<file path="src/rtl/irq_pkg.sv">
package irq_pkg;
    localparam int unsigned SRC_CNT    = 7;
    localparam int unsigned CLR_MASK_W = 8;
    localparam int unsigned EN_REG_W   = 4;
    localparam int unsigned REG_ADDR_W = 8;
    localparam int unsigned EN_ADDR    = 'h34;
endpackage

</file>
<file path="src/rtl/irq_enable_reg.sv">
module irq_enable_reg #(
    parameter int unsigned REG_W = irq_pkg::EN_REG_W
) (
    input  logic             clk,
    input  logic             rst_n,
    input  logic             wr_hit,
    input  logic [REG_W-1:0] wdata,
    input  logic             reti,
    input  logic             take,
    output logic [REG_W-1:0] value
);
    localparam logic [REG_W-1:0] LIVE_BITS = REG_W'(1);

    typedef struct packed {
        logic [REG_W-1:0] val;
    } en_state_t;

    en_state_t st_d, st_q;

    always_comb begin
        st_d = st_q;
        if (take) begin
            st_d.val = '0;
        end else if (wr_hit) begin
            st_d.val = wdata & LIVE_BITS;
        end else if (reti) begin
            st_d.val = LIVE_BITS;
        end
    end

    always_ff @(posedge clk or negedge rst_n) begin
        if (!rst_n) begin
            st_q <= '0;
        end else begin
            st_q <= st_d;
        end
    end

    assign value = st_q.val;
endmodule

</file>
<file path="src/rtl/irq_flag_bank.sv">
module irq_flag_bank #(
    parameter int unsigned NS     = irq_pkg::SRC_CNT,
    parameter int unsigned MASK_W = irq_pkg::CLR_MASK_W,
    localparam int unsigned IDX_W = (NS > 1) ? $clog2(NS) : 1
) (
    input  logic              clk,
    input  logic              rst_n,
    input  logic [NS-1:0]     evt,
    input  logic              clr_start,
    input  logic [MASK_W-1:0] clr_mask,
    input  logic              take,
    input  logic [IDX_W-1:0]  take_idx,
    output logic [NS-1:0]     flags,
    output logic              clr_pend
);
    typedef struct packed {
        logic [NS-1:0] flags;
        logic          pend;
        logic [NS-1:0] mask;
    } bank_state_t;

    bank_state_t st_d, st_q;
    logic [NS-1:0] take_vec;
    logic          unused_mask_bits;

    for (genvar g = 0; g < NS; g++) begin : g_take
        assign take_vec[g] = take && (take_idx == IDX_W'(g));
    end

    if (MASK_W > NS) begin : g_rsvd
        assign unused_mask_bits = &{1'b0, clr_mask[MASK_W-1:NS]};
    end else begin : g_norsvd
        assign unused_mask_bits = 1'b0;
    end

    always_comb begin
        st_d = st_q;
        if (st_q.pend) begin
            st_d.flags = st_d.flags & ~st_q.mask;
        end
        st_d.flags = (st_d.flags & ~take_vec) | evt;
        st_d.pend  = clr_start;
        st_d.mask  = clr_start ? clr_mask[NS-1:0] : '0;
    end

    always_ff @(posedge clk or negedge rst_n) begin
        if (!rst_n) begin
            st_q <= '0;
        end else begin
            st_q <= st_d;
        end
    end

    assign flags    = st_q.flags;
    assign clr_pend = st_q.pend;
endmodule

</file>
<file path="src/rtl/irq_prio_enc.sv">
module irq_prio_enc #(
    parameter int unsigned NS = irq_pkg::SRC_CNT,
    localparam int unsigned IDX_W = (NS > 1) ? $clog2(NS) : 1
) (
    input  logic [NS-1:0]    flags,
    output logic             any,
    output logic [IDX_W-1:0] idx
);
    always_comb begin
        idx = '0;
        for (int i = NS - 1; i >= 0; i--) begin
            if (flags[i]) begin
                idx = IDX_W'(i);
            end
        end
        any = |flags;
    end
endmodule

</file>
<file path="src/rtl/irq_ctrl.sv">
module irq_ctrl #(
    parameter int unsigned NS     = irq_pkg::SRC_CNT,
    parameter int unsigned MASK_W = irq_pkg::CLR_MASK_W,
    parameter int unsigned REG_W  = irq_pkg::EN_REG_W,
    parameter int unsigned ADDR_W = irq_pkg::REG_ADDR_W,
    parameter int unsigned EN_ADDR = irq_pkg::EN_ADDR,
    localparam int unsigned IDX_W = (NS > 1) ? $clog2(NS) : 1
) (
    input  logic              clk,
    input  logic              rst_n,
    input  logic [NS-1:0]     src_evt,
    input  logic              reg_wr,
    input  logic [ADDR_W-1:0] reg_addr,
    input  logic [REG_W-1:0]  reg_wdata,
    output logic [REG_W-1:0]  reg_rdata,
    input  logic              clr_start,
    input  logic [MASK_W-1:0] clr_mask,
    input  logic              reti,
    input  logic              ack,
    output logic              irq_req,
    output logic [IDX_W-1:0]  irq_idx
);
    logic [NS-1:0]    flags;
    logic             clr_pend;
    logic             any_pend;
    logic             take;
    logic             wr_hit;
    logic [REG_W-1:0] en_val;

    assign wr_hit = reg_wr && (reg_addr == ADDR_W'(EN_ADDR));
    assign take   = ack && irq_req;

    irq_enable_reg #(.REG_W(REG_W)) u_en (
        .clk    (clk),
        .rst_n  (rst_n),
        .wr_hit (wr_hit),
        .wdata  (reg_wdata),
        .reti   (reti),
        .take   (take),
        .value  (en_val)
    );

    irq_flag_bank #(.NS(NS), .MASK_W(MASK_W)) u_bank (
        .clk       (clk),
        .rst_n     (rst_n),
        .evt       (src_evt),
        .clr_start (clr_start),
        .clr_mask  (clr_mask),
        .take      (take),
        .take_idx  (irq_idx),
        .flags     (flags),
        .clr_pend  (clr_pend)
    );

    irq_prio_enc #(.NS(NS)) u_prio (
        .flags (flags),
        .any   (any_pend),
        .idx   (irq_idx)
    );

    assign irq_req   = en_val[0] && any_pend;
    assign reg_rdata = en_val;
endmodule

</file>
<file path="config.mk">
export PLATFORM = sky130hd
export DESIGN_NAME = irq_ctrl
export DESIGN_NICKNAME = d
export VERILOG_FILES = /design/src/rtl/irq_pkg.sv /design/src/rtl/irq_enable_reg.sv /design/src/rtl/irq_flag_bank.sv /design/src/rtl/irq_prio_enc.sv /design/src/rtl/irq_ctrl.sv
export SDC_FILE = /design/constraint.sdc
export NUM_CORES = 1
export LEC_CHECK = 0
export ABC_AREA = 0
export BUFFER_PORTS_ARGS = -buffer_cell sky130_fd_sc_hd__buf_4
export CAP_MARGIN = 40
export CORE_MARGIN = 2
export CORE_UTILIZATION = 38
export CTS_CLUSTER_DIAMETER = 80
export DETAILED_ROUTE_END_ITERATION = 10
export PLACE_DENSITY_LB_ADDON = 0.12
export RECOVER_POWER = 50
export SLEW_MARGIN = 15
export SYNTH_ARGS = -nofsm -noshare
export SYNTH_HDL_FRONTEND = slang
export SYNTH_SLANG_ARGS = --single-unit
</file>
<file path="constraint.sdc">
create_clock -name clk -period 1.24 [get_ports clk]
set_clock_uncertainty 0.05 [all_clocks]
set_input_delay 0.124 -clock clk [delete_from_list [all_inputs] [get_ports clk]]
set_output_delay 0.124 -clock clk [all_outputs]
set_load 0.02 [all_outputs]
</file>
==> flow_metrics.py, run 1 <==
metrics = {
    "clocking": {
        "h-tree-depth": 1,
        "cts-root-buf": "clkbuf_4",
        "numCtsBuffers": 3,
        "cts_tree": "done",
        "cts_sinks": 16,
        "clk_pin_slew_ps": 90,
        "clockBufferDepth": 2,
        "worstSkewPairLatency_ps": 290,
    },
    "logic_synthesis": {
        "avgSynthCellArea_sq_um": 10.62,
        "netlist_instances": 68,
        "synth-edff-count": 0,
        "ys_types": 25,
        "ys_ff_latch": 16,
        "async_flop_share": 1.000,
        "ys_seq_area_frac": 0.5546,
        "synth_warnings": 0,
        "synthFlopType": "dfrtp_1",
        "syn_area_sq_um": 721.9,
    },
    "hold_path": {
        "hp-class": "in2reg",
    },
    "grt": {
        "grt.overflow.total": 0,
        "grt_usage": 0.1741,
        "grt_max_degree": 17,
        "antenna_found_initial": 0,
        "grt_pass1_wl_um": 2642,
        "grt_pass1_vias": 659,
    },
    "floorplanning": {
        "dieArea_sq_um": 2264,
        "die_x_um": 47.59,
        "ioPinCount": 41,
        "initial_core_util": 0.4092,
        "coreArea_sq_um": 1764,
        "num_rows": 15,
        "fp.dieH_um": 47.59,
    },
    "timing": {
        "min_period_over_period": 1.233,
        "hold_viol": 0,
        "worst_slew_pin_slew_ps": 802.2,
        "final_max_slew_viol_count": 0,
        "period_needed_ps": 1529,
        "rsz0062_at_grt": "true",
        "setup_viol": 8,
        "slew_headroom": 0.4652,
        "clock.fmax_mhz": 654.0,
        "fin_ws_ps": -289.1,
    },
    "route": {
        "vias": 736,
        "drc": 0,
        "via_per_inst": 4.600,
        "ant_nets": 0,
        "detail_route.wl_per_cell_um": 10.51,
        "firstDrtPassIters": 3,
        "routed_wl_um": 1682,
        "drtIter0Drc": 6,
    },
    "worst_setup_path": {
        "cp-end-kind": "output pin",
        "crit_path_max_incr_delay_ps": 420,
        "cp.arrival_ps": 1360,
        "crit_fanout": 3,
        "critPathRequiredTime_ps": 1070,
        "cp_cell_sequence": "nor4_2, buf_4, nor2b_4, buf_6",
        "worstSetupPathType": "reg2out",
        "cp_slowest_cell": "dfrtp_1",
        "path_buf_inv": 2,
        "critPathTopFamily": "flip-flops",
        "start_kind": "register",
    },
    "layout": {
        "nNetsFinal": 169,
        "final_cells": 160,
        "fillers": 135,
        "antenna_cells": 0,
        "drive_above_1_share": 0.4889,
        "area_delta_synth_final_pct": 85.10,
    },
    "place": {
        "place_ws_ps": -36.35,
        "hpwl_um": 1067,
        "port_buffers": 33,
        "gp_congestion": 0.7234,
        "placed_cells_incl_taps": 131,
    },
    "power": {
        "pwr_density_cell_nw_per_um2": 909.5,
        "ir_drop_mv": 0.8176,
        "leakage_nw": 0.6033,
    },
    "outcome": {
        "violations": "setup timing",
        "status": "finished, violations left",
    },
    "run": {
        "maxCapViolCount": 0,
    },
}
## repair_timing
action | in CTS | in global routing
hold buffers | 14 | 1
endpoints found under the hold margin | 29 | 1
buffers inserted | 8 | 2
pin swaps | 8 | 6
endpoints found under the setup margin | 7 | 9
resized for setup | 5 | 4
cloned | 0 | 0
## cell families (layout without fill, tap and decap cells)
group / Yosys count / after routing / synth area share
and+or+nand+nor: 34 / 34 / 0.2652
buffers and inverters: 4 / 69 / 0.03639
DFF: 16 / 16 / 0.5546
AOI/OAI and AO/OA: 13 / 13 / 0.1387
other: 1 / 3 / 0.005194
## placed cells by master, fill, tap and decap left out, types with 2 or more instances in the layout
cell           count
nor3_1             2
buf_4             46
clkbuf_4           3
buf_6              2
and2_1             7
a31o_2             5
a21oi_1            2
conb_1             3
nand2b_1           2
dlygate4sd3_1     15
o21bai_1           2
nand2_1           11
dfrtp_1           15
## stage by stage
step	util	power, mW	setup TNS (ps)	hold slack (ps)	cell area, sq um
after CTS	0.7362	1.200	-1400	2.283	1299
final	0.7574	1.215	-1325	9.371	1336
after floorplan	-	0.6786	0	-221.6	738.2
after detailed placement	0.5894	0.8053	-57.54	-61.62	1040
after global routing	0.7574	1.286	-1882	1.986	1336
after global placement	0.5894	0.8015	-128.8	-62.86	1040
## worst reg2reg max path, cell delays in order, from the launching register on
cell      delay (ps)
dfrtp_1          400
buf_6            120
and4bb_2         360
nand3_2           70
a31o_2           220
## Yosys cell counts, types with 2 or more instances
library cell,n,share of area
buf_4,3,0.031
and2_1,7,0.061
nor2_1,2,0.010
dfrtp_1,16,0.55
nand2b_1,2,0.017
a31o_2,5,0.061
nor3_1,2,0.014
nor2b_1,2,0.017
o21bai_1,2,0.021
a21oi_1,2,0.014
nand2_1,11,0.057
## final cells by class
| type | count | area, sq um | share of cell area |
|---|---|---|---|
| multi-input cells | 50 | 341.6 | 0.2556 |
| flip-flops and latches | 16 | 401.6 | 0.3006 |
| clock buffers | 4 | 36.28 | 0.02715 |
| well taps | 25 | 31.28 | 0.02341 |
| inverters | 1 | 3.754 | 0.002809 |
| repair buffers | 64 | 521.8 | 0.3904 |
## path summary, 6_finish.rpt
path                            cells after the start             from              end  slack (ps)
worst max register to register                      4  u_bank.flags[0]  u_bank.flags[6]         -80
worst max-delay path                                4  u_bank.flags[3]       irq_idx[2]        -290
max in group asynchronous                           2            rst_n    u_en.value[0]         210
worst min-delay path                                2      clr_mask[6]   u_bank.st_q[6]           9
worst min register to register                      3   u_bank.st_q[2]  u_bank.flags[2]         460
min in group asynchronous                           2            rst_n  u_bank.flags[2]         380
## metal layers
layer	global-route usage	wire length (um)	vias up	part of all wire
li1	-	-	367	-
met1	0.1952	670	337	0.40
met2	0.3081	866	25	0.51
met3	0.04528	95	7	0.056
met4	0.08108	50	0	0.030
met5	0	0	-	0
## power breakdown
part | total [mW] | internal (mW) | switching (mW)
sequential | 0.578 | 0.555 | 0.0231
combinational | 0.296 | 0.186 | 0.111
clock | 0.341 | 0.179 | 0.162
total | 1.22 | 0.919 | 0.296
## registers in the layout, indices dropped and copies added (netlist names)
name,count
u_bank.st_q,7
u_bank.clr_pend,1
u_bank.flags,7
u_en.value,1
Note: power is estimated with default switching activity, not from simulation.
==> run 2, diff against run 1 <==
CORE_UTILIZATION = 45   (was 38)
SETUP_SLACK_MARGIN = 0.1   (was default)
TNS_END_PERCENT = 50   (was default)
clock period = 1.9 ns   (was 1.24 ns; I/O delays follow)
==> flow_metrics.py, run 2 (same netlist as run 1, synthesis figures left out) <==
metrics = {
    "run": {
        "maxCapViolCount": 0,
    },
    "clocking": {
        "clk_pin_slew_ps": 80,
        "cts_tree": "done",
        "post_cts_buffers": 0,
        "cts-root-buf": "clkbuf_4",
        "h-tree-depth": 1,
        "numCtsBuffers": 3,
        "clockBufferDepth": 2,
        "cts_sinks": 16,
        "worstSkewPairLatency_ps": 270,
    },
    "floorplanning": {
        "num_rows": 14,
        "ioPinCount": 41,
        "dieArea_sq_um": 1941,
        "die_x_um": 44.06,
        "coreArea_sq_um": 1506,
        "fp.dieH_um": 44.06,
        "initial_core_util": 0.4792,
    },
    "timing": {
        "setup_viol": 0,
        "clock.fmax_mhz": 616.9,
        "worst_slew_pin_slew_ps": 803.3,
        "rsz0062_at_grt": "false",
        "hold_viol": 0,
        "slew_headroom": 0.4644,
        "min_period_over_period": 0.8532,
        "final_max_slew_viol_count": 0,
        "period_needed_ps": 1621,
        "timing.setup.tns_ps": 0,
    },
    "worst_setup_path": {
        "worstSetupPathType": "reg2out",
        "critPathRequiredTime_ps": 1660,
        "cp-end-kind": "output pin",
        "cp.arrival_ps": 1380,
        "crit_fanout": 4,
        "start_kind": "register",
    },
    "power": {
        "leakage_nw": 0.4604,
        "pwr_density_cell_nw_per_um2": 663.3,
        "ir_drop_mv": 0.4245,
        "p_total_uw": 673.9,
    },
    "layout": {
        "mostFrequentLayoutCell": "buf_4",
        "fillers": 133,
        "layout_common_cells": "31 x buf_4, 16 x dfrtp_1, 11 x nand2_1, 6 x and2_1, 5 x a31o_2",
        "nNetsFinal": 140,
        "area_delta_synth_final_pct": 40.73,
        "drive_above_1_share": 0.3905,
        "antenna_cells": 0,
    },
    "hold_path": {
        "hp-class": "in2reg",
    },
    "grt": {
        "grt_pass1_wl_um": 2228,
        "grt.overflow.total": 0,
        "grt_usage": 0.1610,
        "grt_max_degree": 17,
        "antenna_found_initial": 0,
        "grt_pass1_vias": 553,
    },
    "route": {
        "detail_route.wl_per_cell_um": 11.56,
        "routed_wl_um": 1399,
        "drtIter0Drc": 16,
        "drc": 0,
        "firstDrtPassIters": 4,
        "vias": 619,
        "via_per_inst": 5.116,
        "ant_nets": 0,
    },
    "place": {
        "port_buffers": 33,
        "hpwl_um": 1140,
        "gp_congestion": 0.7586,
    },
    "outcome": {
        "status": "finished clean",
    },
}
run 2: cell types whose count changed in the layout (fill, tap and decap cells not counted), sizes merged:
cell	delta
buf	-17
dlygate4sd3	-13
run 2: area by class of cell:
cell class              count  area [sq um]  area share
clock buffers               3         22.52     0.02217
flip-flops and latches     16         400.4      0.3941
well taps                  16         20.02     0.01970
inverters                   1         3.754    0.003695
repair buffers             35         260.3      0.2562
multi-input cells          50         309.0      0.3042
run 2: worst max-delay path: stages, from the launching register on:
cell,delay [ps]
dfrtp_1,430
nor4_2,350
nor2b_1,180
buf_4,150
run 2: timing repair:
| action | 4_1_cts | 5_1_grt |
|---|---|---|
| hold buffers | 1 | 1 |
| hold endpoints to repair | 16 | 1 |
| gates resized for setup | 0 | 1 |
| endpoints found under the setup margin | 0 | 2 |
run 2: stage by stage:
step	cell area, sq um	hold WS, ps	util	setup slack [ps]	cells
final	1016	46.96	0.6744	279.0	121
after floorplan	729.5	-155.6	-	504.0	70
after global placement	974.7	3.948	0.6470	531.0	116
after detailed placement	974.7	5.089	0.6470	537.6	116
after global routing	1016	23.72	0.6744	147.1	121
after CTS	1007	0.2765	0.6686	207.7	120
run 2: power by group:
part | switching [mW] | total, mW | leakage (nW) | internal, mW
clock | 0.0950 | 0.168 | 0.0138 | 0.0734
combinational | 0.0515 | 0.124 | 0.266 | 0.0724
sequential | 0.0200 | 0.382 | 0.181 | 0.362
run 2: path summary, 6_finish.rpt:
check | slack, ps | from | cells past startpoint | endpoint
min in group asynchronous | 460 | rst_n | 2 | u_bank.st_q[5]
worst max-delay path | 280 | u_bank.flags[3] | 3 | irq_idx[2]
worst min register to register | 470 | u_bank.st_q[2] | 3 | u_bank.flags[2]
worst max register to register | 580 | u_bank.flags[0] | 3 | u_bank.flags[5]
max in group asynchronous | 850 | rst_n | 2 | u_bank.flags[3]
worst min-delay path | 50 | src_evt[6] | 2 | u_bank.flags[6]
run 2: layer usage:
metal	vias up	global-route usage	wire length [um]
li1	307	-	-
met2	22	0.2794	768
met1	288	0.1811	517
met3	2	0.03673	97
met5	-	0	0
met4	0	0.09091	15
==> run 3, diff against run 2 <==
--- a/config.mk
+++ b/config.mk
@@ -20,2 +20,3 @@
 export SYNTH_HDL_FRONTEND = slang
+export SYNTH_HIERARCHICAL = 1
 export SYNTH_SLANG_ARGS = --single-unit
--- a/constraint.sdc
+++ b/constraint.sdc
@@ -4,2 +4,2 @@
 set_output_delay 0.19 -clock clk [all_outputs]
-set_load 0.02 [all_outputs]
+set_load 0.01 [all_outputs]
==> flow_metrics.py, run 3 <==
metrics = {
    "grt": {
        "grt_pass1_wl_um": 2477,
        "grt_max_degree": 17,
        "grt_usage": 0.1720,
        "antenna_found_initial": 0,
        "grt.overflow.total": 0,
        "grt_pass1_vias": 595,
    },
    "layout": {
        "final_cells": 132,
        "final_area_sq_um": 1156,
        "utilization": 0.6696,
        "drive_above_1_share": 0.5514,
        "layout_common_cells": "33 x buf_4, 14 x dfrtp_1, 7 x nand2_1, 6 x a31o_2, 4 x and2_0",
        "area_delta_synth_final_pct": 39.79,
        "antenna_cells": 0,
        "mostFrequentLayoutCell": "buf_4",
        "fillers": 161,
        "nNetsFinal": 142,
    },
    "route": {
        "detail_route.wl_per_cell_um": 12.27,
        "drtIter0Drc": 4,
        "drc": 0,
        "ant_nets": 0,
        "vias": 650,
        "routed_wl_um": 1620,
        "firstDrtPassIters": 5,
        "via_per_inst": 4.924,
    },
    "logic_synthesis": {
        "syn_area_sq_um": 827.0,
        "synth.largest_area_cell": "dfrtp_1",
        "avgSynthCellArea_sq_um": 11.18,
        "synth_warnings": 6,
        "ys_ff_latch": 16,
        "ys_types": 25,
        "netlist_instances": 74,
        "yosys-top-cells-count": "16 x dfrtp_1, 10 x buf_4, 8 x and2_1",
        "ys_seq_area_frac": 0.4841,
        "synthTopCellsByArea": "dfrtp_1 48%, buf_4 9.1%, a31o_2 6.4%",
        "async_flop_share": 1.000,
        "synth_most_common_cell": "dfrtp_1",
        "synth_top_area_frac": 0.4841,
        "synthFlopType": "dfrtp_1",
        "synth-edff-count": 0,
    },
    "floorplanning": {
        "dieArea_sq_um": 2197,
        "fp.dieH_um": 46.87,
        "initial_core_util": 0.4790,
        "num_rows": 15,
        "coreArea_sq_um": 1727,
        "die_x_um": 46.87,
        "ioPinCount": 41,
    },
    "power": {
        "p_total_uw": 692.4,
        "intPower_uw": 524.7,
        "comb_power_share": 0.211,
        "p_switching_uw": 167.8,
        "ir_drop_mv": 0.4852,
        "pwr_density_cell_nw_per_um2": 598.9,
        "switching_share": 0.2423,
        "power.share.clock": 0.236,
        "seqPwrFrac": 0.553,
        "leakage_nw": 0.5010,
    },
    "clocking": {
        "numCtsBuffers": 3,
        "cts-root-buf": "clkbuf_4",
        "clockBufferDepth": 2,
        "cts_sinks": 16,
        "worstSkewPairLatency_ps": 270,
        "cts_tree": "done",
        "h-tree-depth": 1,
        "clk_pin_slew_ps": 80,
    },
    "worst_setup_path": {
        "worstRegToRegCells": 5,
        "rr_endpoint": "u_bank/flags[0]",
        "rrSetupSlack_ps": 110,
        "critPathRequiredTime_ps": 1660,
        "crit_fanout": 2,
        "start_kind": "register",
        "cp-end-kind": "output pin",
        "worstSetupPathType": "reg2out",
        "r2r_start": "u_bank/flags[2]",
        "cp.arrival_ps": 1620,
    },
    "hold_path": {
        "hp-class": "in2reg",
        "holdPathStages": 2,
        "holdPathEnd": "u_bank/flags[3]",
        "hold_path.startpoint": "src_evt[3]",
    },
    "timing": {
        "setup_viol": 0,
        "min_period_over_period": 0.9802,
        "hold_viol": 0,
        "timing.setup.tns_ps": 0,
        "worst_slew_pin_slew_ps": 822.6,
        "fin_ws_ps": 37.68,
        "rsz0062_at_grt": "true",
        "whs_ps": 49.25,
        "period_needed_ps": 1862,
        "final_max_slew_viol_count": 0,
        "clock.fmax_mhz": 537.0,
        "slew_headroom": 0.4516,
    },
    "place": {
        "place_ws_ps": 58.14,
        "postPlaceCellArea_sq_um": 1051,
        "port_buffers": 33,
        "placed_cells_incl_taps": 124,
        "gp_congestion": 0.7797,
        "hpwl_um": 1209,
    },
    "run": {
        "maxCapViolCount": 0,
    },
    "outcome": {
        "status": "finished clean",
    },
}
[run 3: repair_timing]
item                       4_1_cts  5_1_grt
hold endpoints to repair        16        0
buffers inserted                 2        2
pin swaps                        0        1
resized for setup                6        7
hold buffers                     1        0
setup endpoints to repair       10        4
[run 3: cell families (layout without fill, tap and decap cells)]
kind of cell	after synthesis	after routing	synth area share
DFF	16	16	0.4841
other	1	3	0.004534
AOI/OAI and AO/OA	10	10	0.09834
buffers and inverters	11	42	0.09530
and+or+nand+nor	36	36	0.3177
[run 3: power by group through the flow]
stage / clock (mW) / combinational (mW) / sequential (mW)
global placement: 0 / 0.123 / 0.386
global route: 0.194 / 0.159 / 0.385
floorplan: 0 / 0.0731 / 0.380
CTS: 0.176 / 0.143 / 0.379
finish: 0.164 / 0.146 / 0.383
detailed placement: 0 / 0.126 / 0.387
[run 3: layout make-up]
class / count / area (sq um) / area share
Clock buffer: 3 / 22.52 / 0.01948
Inverter: 1 / 3.754 / 0.003247
Multi-Input combinational cell: 49 / 407.9 / 0.3528
Sequential cell: 16 / 402.9 / 0.3485
Tap cell: 25 / 31.28 / 0.02706
Timing Repair Buffer: 38 / 287.8 / 0.2489
[run 3: how the worst max path moves through the flow]
stage / from / slack, ps / end
floorplan: u_bank/flags[0] / 100 / u_bank/flags[0]
global placement: u_bank/flags[3] / 100 / u_bank/flags[0]
CTS: u_bank/flags[3] / 20 / irq_req
detailed placement: u_bank/flags[5] / 60 / u_bank/flags[3]
finish: u_bank/flags[3] / 40 / irq_req
global route: u_bank/flags[0] / -20 / irq_req
[run 3: metal layers]
metal,vias to the layer above,global-route usage,routed length (um)
li1,324,-,-
met1,305,0.1898,655
met2,19,0.2959,869
met3,2,0.04615,74
met4,0,0.1000,21
met5,-,0,0
[run 3: critical path: stages (launching register included)]
cell	delay [ps]
dfrtp_1	400
or4_4	540
nand2b_4	160
and2_4	130
buf_6	110
